<file path="config.mk">
export PLATFORM = sky130hd
export DESIGN_NAME = mmap_seg_bank_dec
export DESIGN_NICKNAME = d
export VERILOG_FILES = /design/src/rtl/seg_bank_pkg.sv /design/src/rtl/bus_addr_capture.sv /design/src/rtl/bank_select_dec.sv /design/src/rtl/write_guard.sv /design/src/rtl/mmap_seg_bank_dec.sv
export SDC_FILE = /design/constraint.sdc
export NUM_CORES = 1
export LEC_CHECK = 0
export ABC_AREA = 1
export CORE_UTILIZATION = 33
export DETAILED_ROUTE_END_ITERATION = 10
export PLACE_DENSITY = 0.73
export SLEW_MARGIN = 20
export SYNTH_ARGS = -nofsm -noshare
export SYNTH_HDL_FRONTEND = slang
export SYNTH_SLANG_ARGS = --single-unit
</file>
<file path="constraint.sdc">
create_clock -name clk -period 0.9 [get_ports clk]
set_input_delay 0.18 -clock clk [delete_from_list [all_inputs] [get_ports clk]]
set_output_delay 0.18 -clock clk [all_outputs]
set_load 0.005 [all_outputs]
</file>
<file path="src/rtl/seg_bank_pkg.sv">
package seg_bank_pkg;
  localparam int SEG_W     = 2;
  localparam int NUM_BANKS = 1 << SEG_W;

  typedef enum logic [SEG_W-1:0] {
    SEG_EXTRA = 2'b00,
    SEG_STACK = 2'b01,
    SEG_CODE  = 2'b10,
    SEG_DATA  = 2'b11
  } seg_e;
endpackage

</file>
<file path="src/rtl/bus_addr_capture.sv">
module bus_addr_capture
  import seg_bank_pkg::*;
#(
  parameter int AD_W   = 8,
  parameter int ADDR_W = 20,
  parameter int STAT_W = 4,
  localparam int MID_W = ADDR_W - AD_W - STAT_W
) (
  input  logic              clk,
  input  logic              rst_n,
  input  logic              ale,
  input  logic [AD_W-1:0]   ad,
  input  logic [MID_W-1:0]  a_mid,
  input  logic [STAT_W-1:0] a_hi,
  output logic [ADDR_W-1:0] addr_q,
  output seg_e              seg_q,
  output logic              seg_vld
);
  logic ale_q;
  logic ale_fall;

  assign ale_fall = ale_q && !ale;

  // Address follows the bus while ale is high; the last sample is kept.
  always_ff @(posedge clk) begin
    if (!rst_n) begin
      addr_q <= '0;
    end else if (ale) begin
      addr_q <= {a_hi, a_mid, ad};
    end
  end

  // Segment status is taken on the first clock after ale falls.
  always_ff @(posedge clk) begin
    if (!rst_n) begin
      ale_q   <= 1'b0;
      seg_q   <= SEG_EXTRA;
      seg_vld <= 1'b0;
    end else begin
      ale_q <= ale;
      if (ale) begin
        seg_vld <= 1'b0;
      end else if (ale_fall) begin
        seg_q   <= seg_e'(a_hi[SEG_W-1:0]);
        seg_vld <= 1'b1;
      end
    end
  end
endmodule

</file>
<file path="src/rtl/bank_select_dec.sv">
module bank_select_dec
  import seg_bank_pkg::*;
(
  input  seg_e                 seg,
  input  logic                 enable,
  output logic [NUM_BANKS-1:0] sel
);
  for (genvar b = 0; b < NUM_BANKS; b++) begin : g_bank
    assign sel[b] = enable && (seg == seg_e'(b));
  end
endmodule

</file>
<file path="src/rtl/write_guard.sv">
module write_guard
  import seg_bank_pkg::*;
(
  input  logic                 clk,
  input  logic                 rst_n,
  input  logic [NUM_BANKS-1:0] bank_sel,
  input  seg_e                 seg,
  input  logic [NUM_BANKS-1:0] prot_mask,
  input  logic                 rd_n,
  input  logic                 wr_n,
  input  logic                 viol_clr,
  output logic                 mem_rd_n,
  output logic                 mem_wr_n,
  output logic                 viol
);
  logic any_sel;
  logic locked;
  logic refused;

  assign any_sel  = |bank_sel;
  assign locked   = prot_mask[seg];
  assign refused  = any_sel && !wr_n && locked;
  assign mem_rd_n = !(any_sel && !rd_n);
  assign mem_wr_n = !(any_sel && !wr_n && !locked);

  always_ff @(posedge clk) begin
    if (!rst_n) begin
      viol <= 1'b0;
    end else if (refused) begin
      viol <= 1'b1;
    end else if (viol_clr) begin
      viol <= 1'b0;
    end
  end
endmodule

</file>
<file path="src/rtl/mmap_seg_bank_dec.sv">
module mmap_seg_bank_dec
  import seg_bank_pkg::*;
#(
  parameter int AD_W   = 8,
  parameter int ADDR_W = 20,
  parameter int STAT_W = 4,
  localparam int MID_W = ADDR_W - AD_W - STAT_W,
  localparam int PA_W  = ADDR_W + SEG_W
) (
  input  logic                 clk,
  input  logic                 rst_n,
  input  logic                 ale,
  input  logic [AD_W-1:0]      ad,
  input  logic [MID_W-1:0]     a_mid,
  input  logic [STAT_W-1:0]    a_hi,
  input  logic                 io_m,
  input  logic                 rd_n,
  input  logic                 wr_n,
  input  logic [NUM_BANKS-1:0] prot_mask,
  input  logic                 viol_clr,
  output logic [PA_W-1:0]      phys_addr,
  output logic [NUM_BANKS-1:0] bank_sel,
  output logic                 mem_rd_n,
  output logic                 mem_wr_n,
  output logic                 viol
);
  logic [ADDR_W-1:0] addr_q;
  seg_e              seg_q;
  logic              seg_vld;
  logic              sel_en;

  bus_addr_capture #(.AD_W(AD_W), .ADDR_W(ADDR_W), .STAT_W(STAT_W)) u_cap (
    .clk(clk), .rst_n(rst_n), .ale(ale), .ad(ad), .a_mid(a_mid), .a_hi(a_hi),
    .addr_q(addr_q), .seg_q(seg_q), .seg_vld(seg_vld)
  );

  assign sel_en    = seg_vld && !io_m && (!rd_n || !wr_n);
  assign phys_addr = {seg_q, addr_q};

  bank_select_dec u_dec (.seg(seg_q), .enable(sel_en), .sel(bank_sel));

  write_guard u_guard (
    .clk(clk), .rst_n(rst_n), .bank_sel(bank_sel), .seg(seg_q),
    .prot_mask(prot_mask), .rd_n(rd_n), .wr_n(wr_n), .viol_clr(viol_clr),
    .mem_rd_n(mem_rd_n), .mem_wr_n(mem_wr_n), .viol(viol)
  );
endmodule

</file>
# Word level (Yosys, flattened, before mapping)
# Index checks and enable logic that the tools add are counted.
# totals
inputBits,31
out_inout_bits,29
regBits,25
# classes
n_lt_le_gt_ge,1
bitwise_logic,2
reduce_logical,24
eq_ne,3
muxes,4
# ops
op,n
logical AND 1 bit,11
zero test 1 bit,7
equality test 2 bit (second input constant),2
OR reduction 4 bit,1
less-than comparator 2 x 3 -> 1 bit (second input constant),1
two-way mux 1 bit,3
binary-select mux 1 bit (select 2 bit),1
equality test 2 x 1 -> 1 bit (second input constant),1
zero test 2 bit,1
NOT 1 bit,2
AND reduction 2 bit,1
nonzero test 2 bit,1
OR reduction 2 bit,1
logical OR 1 bit,1

# Logic depth before layout (Yosys ltp)
# logic_depth
word_depth,8
mapped_depth,7

# Hierarchy
# Synthesis repeated with hierarchy kept, for this count alone.
# unflattened
hier_cells,142
area_unflattened_um2,1012.2
# by_module_without_submodules
mod,n_inst,cells_each,area_each_um2
bus_addr_capture,1,105,827.0
write_guard,1,24,136.4
bank_select_dec,1,8,30.0
mmap_seg_bank_dec,1,5,18.8

# Least setup slack after synthesis
# OpenSTA, ideal clock, no wires.
# synth_path
kind,reg-to-output
startpoint,reg u_cap.seg_vld
endpoint,out mem_rd_n
t_required_ps,720
stages_incl_launch_ff,3
t_arrival_ps,717
n_path_buf,0
slack_ps,3
cell_sequence,dfxtp_1 -> nand3_2 -> or2_2
# synth_via
elab_chain_cells,6
# synth_lines
item,line_no,text
from (decl),bus_addr_capture.sv:17,output logic seg_vld
from (signal assigned),bus_addr_capture.sv:38,seg_vld <= 1'b0;
from (signal assigned),bus_addr_capture.sv:42,seg_vld <= 1'b0;
from (signal assigned),bus_addr_capture.sv:45,seg_vld <= 1'b1;
logical AND 1 bit * (2 in a row),mmap_seg_bank_dec.sv:37,assign sel_en = seg_vld && !io_m && (!rd_n || !wr_n);
logical AND 1 bit,bank_select_dec.sv:9,assign sel[b] = enable && (seg == seg_e'(b));
OR reduction 4 bit *,write_guard.sv:20,assign any_sel = |bank_sel;
logical AND 1 bit *,write_guard.sv:23,assign mem_rd_n = !(any_sel && !rd_n);
zero test 1 bit *,write_guard.sv:23,
to (decl),mmap_seg_bank_dec.sv:23,"output logic mem_rd_n,"
# Mark *: on every way between the ends. The rest lies on a longest branch, timed or not.

# Final worst setup path
# layout_path
startpoint,reg u_cap.seg_vld
endpoint,out mem_wr_n
# layout_via
elab_chain_cells,7
# layout_lines
item,line_no,text
logical AND 1 bit * (2 in a row),mmap_seg_bank_dec.sv:37,
logical AND 1 bit,bank_select_dec.sv:9,
OR reduction 4 bit *,write_guard.sv:20,
logical AND 1 bit * (2 in a row),write_guard.sv:24,assign mem_wr_n = !(any_sel && !wr_n && !locked);
zero test 1 bit *,write_guard.sv:24,
to (decl),mmap_seg_bank_dec.sv:24,"output logic mem_wr_n,"
# Marked as above.

==> results.json <==
{
  "place_area_um2": 1672,
  "numCtsBuffers": 3,
  "syn_avg_cell_area_um2": 7.458,
  "viasPerCell": 4.658,
  "setup_slack_ps": -553.9,
  "pwr-share-comb": 0.218,
  "final_area_um2": 1807,
  "wirelength_mm": 2.978,
  "drtIter0Drc": 52,
  "drtAntennaViolNets": 0,
  "synth_simple_gate_area_frac": 0.3765,
  "synth_fa_ha_area_frac": 0,
  "drt-pass1-iter-count": 4,
  "finalHoldViolations": 0,
  "overflow": 0,
  "nets": 238,
  "cp.arrival_ps": 1270,
  "root_buffer": "clkbuf_4",
  "p_per_area_nw_per_um2": 1211,
  "rsz0062_at_grt": "yes",
  "slew_violations": 0,
  "clock_latency_ps": 320,
  "synth-xor-area-share": 0,
  "crit_required_ps": 720,
  "finClkSkew_ps": 2.459,
  "tns_ps": -4495,
  "whs_path_depth": 3,
  "boundaryPins": 60,
  "critPathBufInv": 1,
  "h-tree-depth": 1,
  "synth-seq-cells": 25,
  "synth_compound_area_frac": 0.03038,
  "synthMuxAreaShare": 0,
  "areaGrowthSynthToFinish_pct": 90.75,
  "switching_share": 0.2514,
  "synth_top_family_by_area": "simple AND/OR/NAND/NOR gates",
  "postCtsHoldBufs": 0,
  "syn_nets": 158,
  "globalplace.congestion": 0.8212,
  "post-dp-hpwl_mm": 2.025,
  "antenna_found_initial": 0,
  "dieArea_um2": 3089,
  "cts_tree": "yes",
  "grtUsageTotal": 0.1947,
  "hold_ws_ps": 204.5,
  "finalCritPeriodShare": 1.615,
  "vdd_drop_max_uv": 972.2,
  "clock_path_buffers": 2,
  "synth_area_leaders": "dfxtp_1 53%, nand2_1 21%, nand3_1 11%",
  "post-place-ws_ps": -797.5,
  "setup_violations": 30,
  "min-delay-path-class": "primary input to flop",
  "dp_cells": 225,
  "grt_pass1_wl_mm": 4.705,
  "status": "finished with violations",
  "antenna_cells": 0,
  "final_cells": 237,
  "cap_viol_max_count": 0,
  "ff2ff_path_depth": 10,
  "criticalPathCategory": "flop to primary output",
  "ys_warn_count": 0,
  "p_leak_nw": 0.8919,
  "worst_path_largest_cell_delay_ps": 380,
  "yosysTopAreaCellShare": 0.5284,
  "clk_pin_slew_ps": 130,
  "path_cells": "nand3_4 -> nor2_1 -> nand3_1 -> buf_2",
  "vias": 1104,
  "finalCriticalPeriod_ps": 1454,
  "crit_fanout": 6,
  "end_kind": "primary output",
  "relSlewSlack": 0.8565,
  "power_mw": 2.188,
  "fmax_ghz": 0.6878,
  "pwr-share-seq": 0.556,
  "p_sw_uw": 550.0,
  "critPathTopFamily": "simple AND/OR/NAND/NOR gates",
  "post_route_cells_drive_above_1_share": 0.4612,
  "fp.dieW_um": 55.58,
  "initial_utilization": 0.3465,
  "syn_area_um2": 947.2,
  "cpMaxStageDelayCell": "dfxtp_2",
  "first_global_vias": 1069,
  "fp.dieH_um": 55.58,
  "rows": 19,
  "cp-start-kind": "flop",
  "wl_per_cell_um": 12.57,
  "fin_util": 0.6609,
  "synth_area_leader_cell": "dfxtp_1",
  "violations": "setup timing",
  "cp.depth": 4,
  "core_um2": 2734,
  "grt_max_degree": 15,
  "pwr-share-clk": 0.226,
  "worstMarginPinSlew_ps": 214.4,
  "syn_inst": 127,
  "seq_area_frac_synth": 0.5284,
  "portBuffers": 59,
  "drc_errors": 0,
  "synth.distinct_cells": 14,
  "clock_sinks": 25,
  "intPower_mw": 1.638
}
==> tightest hold or removal path: stages <==
cell,delay (ps)
dlymetal6s2s_1,160
inv_1,110
a21oi_2,40
==> final timing paths <==
check	from	to	slack [ps]
hold / removal	rst_n	u_guard.viol$_SDFFE_PN0P_	200
setup / recovery	u_cap.seg_vld$_SDFFE_PP0P_	mem_wr_n	-550
hold reg to reg	u_cap.addr_q[2]$_SDFFE_PN0P_	u_cap.addr_q[2]$_SDFFE_PN0P_	480
setup reg to reg	u_cap.seg_q[0]$_SDFFE_PN0P_	u_guard.viol$_SDFFE_PN0P_	-390
==> synth_stat cells (all sizes together) <==
cell type	instances
dfxtp	25
o21ai	2
a21oi	3
or2	1
nand2	54
nor3	5
inv	7
buf	6
nand3	22
nor2	2
==> power by group through the flow <==
| stage | Combinational (mW) | Sequential (mW) | Clock (mW) |
|---|---|---|---|
| floorplan | 0.115 | 1.23 | 0 |
| global placement | 0.437 | 1.22 | 0 |
| detailed placement | 0.446 | 1.23 | 0 |
| CTS | 0.440 | 1.21 | 0.514 |
| global route | 0.517 | 1.22 | 0.564 |
| finish | 0.477 | 1.22 | 0.493 |
==> layer usage <==
layer | vias to the layer above | routed length (um) | part of all wire | global-route usage
met3 | 7 | 210 | 0.071 | 0.04651
met2 | 45 | 1459 | 0.49 | 0.3322
met4 | 0 | 78 | 0.026 | 0.09643
met1 | 492 | 1230 | 0.41 | 0.2275
met5 | - | 0 | 0 | 0
li1 | 560 | - | - | -
==> logic make-up (layout without fill, tap and decap cells) <==
kind of cell / Yosys count / count (layout)
flops: 25 / 25
simple gates: 84 / 84
compound gates: 5 / 5
buf+inv: 13 / 92
==> layout make-up <==
class / instances / area, um2
clock buffer: 3 / 22.52
clock inverter: 1 / 5.005
fill: 245 / 927.1
inverter: 7 / 31.28
multi-input combinational: 89 / 437.9
sequential: 25 / 533.0
tap: 31 / 38.79
timing repair buffer: 81 / 738.2
==> layout by cell type (no fill, tap or decap) <==
cell and n:
nand2_1 47, clkdlybuf4s50_1 27, dfxtp_2 23, nand3_1 21
buf_6 18, buf_4 16, buf_2 15, nand2_2 7
inv_1 5, clkbuf_4 3, nor3_2 2, nor3_1 2
nor2_1 2, a21oi_2 2, dlygate4sd2_1 2, buf_12 2
nand3_4 1, nor3_4 1, inv_6 1, or2_4 1
inv_2 1, o21ai_1 1, o21ai_0 1, a21oi_1 1
clkinv_2 1, dlymetal6s2s_1 1, dfxtp_1 1, dfxtp_4 1
==> registers in the layout, indices dropped and copies added, names as in the netlist <==
register       cells
u_cap.seg_q        2
u_cap.addr_q      20
u_guard.viol       1
u_cap.ale_q        1
u_cap.seg_vld      1
==> repair_timing <==
item | in CTS | in global routing
gates cloned | 0 | 0
buffers inserted | 7 | 3
gates resized for setup | 160 | 17
setup endpoints to repair | 30 | 51
pin swaps | 8 | 6
(Power assumes the default switching activity.)
